[src/rtl/adc_port_emulator.sv]
module adc_port_emulator #(
  parameter int W           = 16,
  parameter int HOLD_FALLS  = 5,
  parameter int SYNC_STAGES = 2
) (
  input  logic         clk,
  input  logic         rst_n,
  input  logic         cs_n,
  input  logic         sclk,
  input  logic [W-1:0] code_in,
  output logic         sdo,
  output logic         sdo_en,
  output logic         st_shutdown,
  output logic         st_sample,
  output logic         st_convert,
  output logic         st_analog_off
);
  localparam int IW = $clog2(W);
  localparam int HW = $clog2(HOLD_FALLS + 1);

  typedef enum logic [2:0] {SHUT, SAMPLE, NULLB, MSBF, LSBF, DONE} state_t;

  state_t state;
  logic [SYNC_STAGES-1:0] cs_pipe, ck_pipe;
  logic          cs_s, ck_s, ck_d, fall;
  logic [HW-1:0] cnt;
  logic [IW-1:0] idx;
  logic [W-1:0]  code_q;

  assign cs_s = cs_pipe[SYNC_STAGES-1];
  assign ck_s = ck_pipe[SYNC_STAGES-1];
  assign fall = ck_d & ~ck_s;

  always_ff @(posedge clk or negedge rst_n) begin
    if (!rst_n) begin
      cs_pipe <= '1;
      ck_pipe <= '0;
      ck_d    <= 1'b0;
    end else begin
      cs_pipe <= {cs_pipe[SYNC_STAGES-2:0], cs_n};
      ck_pipe <= {ck_pipe[SYNC_STAGES-2:0], sclk};
      ck_d    <= ck_s;
    end
  end

  always_ff @(posedge clk or negedge rst_n) begin
    if (!rst_n) begin
      state  <= SHUT;
      cnt    <= '0;
      idx    <= '0;
      code_q <= '0;
    end else if (cs_s) begin
      state <= SHUT;
    end else begin
      case (state)
        SHUT: begin
          state <= SAMPLE;
          cnt   <= '0;
        end
        SAMPLE: if (fall) begin
          if (cnt == HW'(HOLD_FALLS - 1)) begin
            state  <= NULLB;
            code_q <= code_in;
          end else cnt <= cnt + 1'b1;
        end
        NULLB: if (fall) begin
          state <= MSBF;
          idx   <= IW'(W - 1);
        end
        MSBF: if (fall) begin
          if (idx == '0) begin
            state <= LSBF;
            idx   <= IW'(1);
          end else idx <= idx - 1'b1;
        end
        LSBF: if (fall) begin
          if (idx == IW'(W - 1)) state <= DONE;
          else idx <= idx + 1'b1;
        end
        default: state <= DONE;
      endcase
    end
  end

  assign sdo_en        = (state == NULLB) || (state == MSBF) || (state == LSBF);
  assign sdo           = ((state == MSBF) || (state == LSBF)) && code_q[idx];
  assign st_shutdown   = (state == SHUT);
  assign st_sample     = (state == SAMPLE);
  assign st_convert    = (state == NULLB) || (state == MSBF);
  assign st_analog_off = (state == LSBF) || (state == DONE);


  status_onehot_chk: assert property (@(posedge clk) disable iff (!rst_n)
    $countones({st_shutdown, st_sample, st_convert, st_analog_off}) == 1);


  quiet_when_off_chk: assert property (@(posedge clk) disable iff (!rst_n)
    !sdo_en |-> !sdo);


  cs_high_stops_chk: assert property (@(posedge clk) disable iff (!rst_n)
    cs_s |=> (st_shutdown && !sdo_en));


  null_bit_chk: assert property (@(posedge clk) disable iff (!rst_n)
    $rose(sdo_en) |-> (!sdo && st_convert && $past(st_sample)));


  word_held_chk: assert property (@(posedge clk) disable iff (!rst_n)
    (sdo_en && $past(sdo_en)) |-> $stable(code_q));


  done_stays_off_chk: assert property (@(posedge clk) disable iff (!rst_n)
    (st_analog_off && !sdo_en && !cs_s) |=> (!sdo_en && st_analog_off));
endmodule

[config.mk]
export PLATFORM = sky130hd
export DESIGN_NAME = adc_port_emulator
export DESIGN_NICKNAME = d
export VERILOG_FILES = /design/src/rtl/adc_port_emulator.sv
export SDC_FILE = /design/constraint.sdc
export NUM_CORES = 1
export LEC_CHECK = 0
export BUFFER_PORTS_ARGS = -buffer_cell sky130_fd_sc_hd__buf_2
export CORE_MARGIN = 2
export CORE_UTILIZATION = 53
export CTS_CLUSTER_SIZE = 10
export DETAILED_ROUTE_END_ITERATION = 12
export GPL_ROUTABILITY_DRIVEN = 0
export PLACE_DENSITY = 0.75
export REMOVE_ABC_BUFFERS = 1
export SKIP_CTS_REPAIR_TIMING = 1
export SLEW_MARGIN = 20
export SYNTH_ARGS = -nofsm -noshare
export SYNTH_HDL_FRONTEND = slang
export SYNTH_SLANG_ARGS = --single-unit
[constraint.sdc]
create_clock -name clk -period 2.21 [get_ports clk]
set_input_delay 0.1105 -clock clk [delete_from_list [all_inputs] [get_ports clk]]
set_output_delay 0.1105 -clock clk [all_outputs]
set_load 0.01 [all_outputs]
==> insert_results.sql <==
INSERT INTO impl_metrics (metric_group, metric, value, unit) VALUES
('global_route', 'wire_length_of_the_first_global_routing_pass', '5126', 'um'),
('clock_tree', 'cts_tree', 'yes', ''),
('global_route', 'grt_start_max_net_pins', '32', ''),
('outcome', 'run_status', 'completed', ''),
('setup_path', 'critical_path_class', 'flip-flop to output pin', ''),
('clock_tree', 'h_tree_depth_reported_by_cts', '2', ''),
('logic_synthesis', 'cell_taking_the_most_area_after_synthesis', 'sky130_fd_sc_hd__dfrtp_1', ''),
('cells_and_area', 'layout.filler_cells', '228', ''),
('logic_synthesis', 'synth_seq_cells', '31', ''),
('setup_path', 'crit_path_max_incr_delay', '520', 'ps'),
('clock_tree', 'cts.reportedPaths.clkPinSlew', '110', 'ps'),
('timing', 'unrepaired_setup_endpoints_after_global_routing', 'true', ''),
('placed_design', 'placement.io_buffers', '25', ''),
('timing', 'setup-violations-final', '0', ''),
('timing', 'tightest_slew', '674.8', 'ps'),
('logic_synthesis', 'synthesis.area_per_instance', '12.29', 'um^2'),
('floorplanning', 'core.rowCount', '20', ''),
('logic_synthesis', 'synth_commonest_cells', '29 x sky130_fd_sc_hd__dfrtp_1, 13 x sky130_fd_sc_hd__mux2_1, 6 x sky130_fd_sc_hd__a21oi_1, 6 x sky130_fd_sc_hd__inv_1, 6 x sky130_fd_sc_hd__nor2_1', ''),
('logic_synthesis', 'dominantRegCellSynth', 'sky130_fd_sc_hd__dfrtp_1', ''),
('clock_tree', 'clk-insertion-delay-late', '340', 'ps'),
('floorplanning', 'placeableCoreArea', '3003', 'um^2'),
('drt', 'routed_wirelength', '3317', 'um'),
('setup_path', 'crit_slowest_cell', 'sky130_fd_sc_hd__mux4_2', ''),
('logic_synthesis', 'synth-seq-area-share', '0.4763', ''),
('cells_and_area', 'syn2layout_area_growth', '22.59', '%'),
('hold_path', 'worst_hold_path_type', 'input port to async pin', ''),
('logic_synthesis', 'number_of_unique_standard_cell_types_used_by_synthesis', '43', ''),
('timing', 'finalHoldViolations', '0', ''),
('floorplanning', 'die_area', '3543', 'um^2'),
('global_route', 'via_count_of_the_first_global_routing_pass', '1077', ''),
('timing', 'min_period_over_period', '0.9971', ''),
('drt', 'drt_first_iter_violations', '42', ''),
('drt', 'detail_route.vias_per_cell', '5.755', ''),
('setup_path', 'critical_path_required', '2100', 'ps'),
('logic_synthesis', 'synthesis_warning_total', '0', ''),
('global_route', 'grt_remaining_overflow', '0', ''),
('clock_tree', 'cts_sink_cnt', '31', ''),
('placed_design', 'placedInstanceArea', '1747', 'um^2'),
('setup_path', 'end_kind', 'output pin', ''),
('logic_synthesis', 'number_of_synthesized_flops_with_an_enable_pin', '0', ''),
('setup_path', 'arrival_time_at_the_worst_endpoint', '2090', 'ps'),
('cells_and_area', 'nets', '202', ''),
('setup_path', 'critical-path-top-cell-by-count', 'sky130_fd_sc_hd__mux4_2', ''),
('setup_path', 'cp_launch_type', 'flip-flop', ''),
('power', 'static-leakage-power', '0.8869', 'nW'),
('timing', 'max_freq', '453.8', 'MHz'),
('timing', 'clock_skew', '6.902', 'ps'),
('logic_synthesis', 'synth.area.top_cells', 'sky130_fd_sc_hd__dfrtp_1 44%, sky130_fd_sc_hd__mux2_1 9.0%, sky130_fd_sc_hd__mux4_1 6.4%', ''),
('cells_and_area', 'insertedDiodeCount', '0', ''),
('logic_synthesis', 'synth_most_common_cell', 'sky130_fd_sc_hd__dfrtp_1', ''),
('floorplanning', 'ioPinCount', '26', ''),
('cells_and_area', 'final_design_area_no_fill', '2003', 'um^2'),
('setup_path', 'worst-path-max-fanout', '7', ''),
('placed_design', 'detailed_place_hpwl', '2147', 'um'),
('drt', 'route.detailed.drc', '0', ''),
('placed_design', 'post-place-ws', '237.4', 'ps'),
('timing', 'period_minus_slack', '2204', 'ps'),
('logic_synthesis', 'synth_async_sr_flop_share', '1.000', ''),
('floorplanning', 'die_height', '59.53', 'um'),
('logic_synthesis', 'synthesis.instances', '133', ''),
('power', 'vdd_drop_max', '461.0', 'uV'),
('floorplanning', 'floorplan.die.width', '59.53', 'um'),
('cells_and_area', 'drive_above_1_share', '0.2961', ''),
('logic_synthesis', 'syn_area', '1634', 'um^2'),
('timing', 'setup_slack', '6.465', 'ps'),
('drt', 'vias', '1220', ''),
('setup_path', 'critical_path.cell_chain', 'mux4_2 -> mux4_2 -> nor2b_4 -> buf_6', ''),
('timing', 'slew-limit-headroom', '0.5501', ''),
('drt', 'drt-pass1-iter-count', '4', ''),
('global_route', 'overall_routing_resource_usage', '0.1991', ''),
('floorplanning', 'initial_utilization', '0.5442', '');
-- kinds of logic (layout without fill, tap and decap cells) --
group           after synthesis  after routing  share of synthesized area
buf+inv                      14             60                    0.04671
compound gates               24             24                     0.1003
mux                          25             25                     0.2136
flops                        31             31                     0.4763
fa+ha+maj                     4              4                    0.03063
simple gates                 35             35                     0.1325
-- cell type report --
| cell class | count | area [um^2] | area share |
|---|---|---|---|
| tap | 33 | 41.29 | 0.02061 |
| sequential | 31 | 780.7 | 0.3898 |
| clock buffer | 5 | 37.54 | 0.01874 |
| timing repair buffer | 46 | 336.6 | 0.1680 |
| clock inverter | 3 | 20.02 | 0.009994 |
| inverter | 6 | 22.52 | 0.01124 |
| multi-input combinational | 88 | 764.5 | 0.3816 |
-- where the power goes --
group	switching, mW	internal [mW]	total, mW
registers	0.0423	0.612	0.655
logic	0.0871	0.112	0.199
clock network	0.213	0.121	0.335
total	0.343	0.845	1.19
-- per-stage QoR --
| stage | cells | utilization | hold WS (ps) |
|---|---|---|---|
| 4_1_cts | 191 | 0.6008 | -190.1 |
| 2_1_floorplan | 125 | - | -185.1 |
| 5_1_grt | 212 | 0.6671 | 368.1 |
| 3_3_place_gp | 183 | 0.5817 | 172.3 |
| 6_report | 212 | 0.6671 | 329.2 |
| 3_5_place_dp | 183 | 0.5817 | 182.0 |
-- metal layers --
metal  GRT usage  share of wire  wire, um
met1      0.2683           0.43      1435
met2      0.3030           0.51      1678
met3     0.07424          0.044       147
met4     0.05714          0.017        55
met5           0              0         0
-- layout by cell type, fill, tap and decap left out, drive strengths merged, types with 3 or more instances in the layout --
cell type / netlist / layout
a21oi: 6 / 6
buf: 7 / 27
clkbuf: 1 / 5
dfrtp: 29 / 29
dlygate4sd3: 0 / 19
ha: 4 / 4
inv: 6 / 6
mux2: 17 / 17
mux2i: 3 / 3
mux4: 5 / 5
nand2: 4 / 4
nand3: 3 / 3
nor2: 6 / 6
nor2b: 4 / 4
nor3: 5 / 5
nor4: 3 / 3
o21ai: 7 / 7
-- flip-flops by register name, indices dropped and copies added (netlist names) --
name	count
ck_d	1
ck_pipe	2
cnt	3
code_q	16
cs_pipe	2
idx	4
state	3
-- critical path, delay by kind of cell (launching register included) --
kind / cells / cell delay [ps]
buffers and inverters: 1 / 120
muxes: 2 / 1000
DFF: 1 / 490
and+or+nand+nor: 1 / 140
-- final timing paths --
path                                            from                   end  slack (ps)  depth (start not counted)
worst max-delay path              idx[0]$_DFFE_PN0P_                   sdo           6                          4
worst min-delay path                           rst_n  state[1]$_DFFE_PN0P_         330                          2
worst max register to register  state[2]$_DFFE_PN0P_    idx[1]$_DFFE_PN0P_         260                          4
worst min register to register  cs_pipe[0]$_DFF_PN1_  cs_pipe[1]$_DFF_PN1_         360                          0
max in group asynchronous                      rst_n    idx[0]$_DFFE_PN0P_        1410                          2
min in group clk                cs_pipe[0]$_DFF_PN1_  cs_pipe[1]$_DFF_PN1_         360                          0
Note: power is estimated with default switching activity, not from simulation.
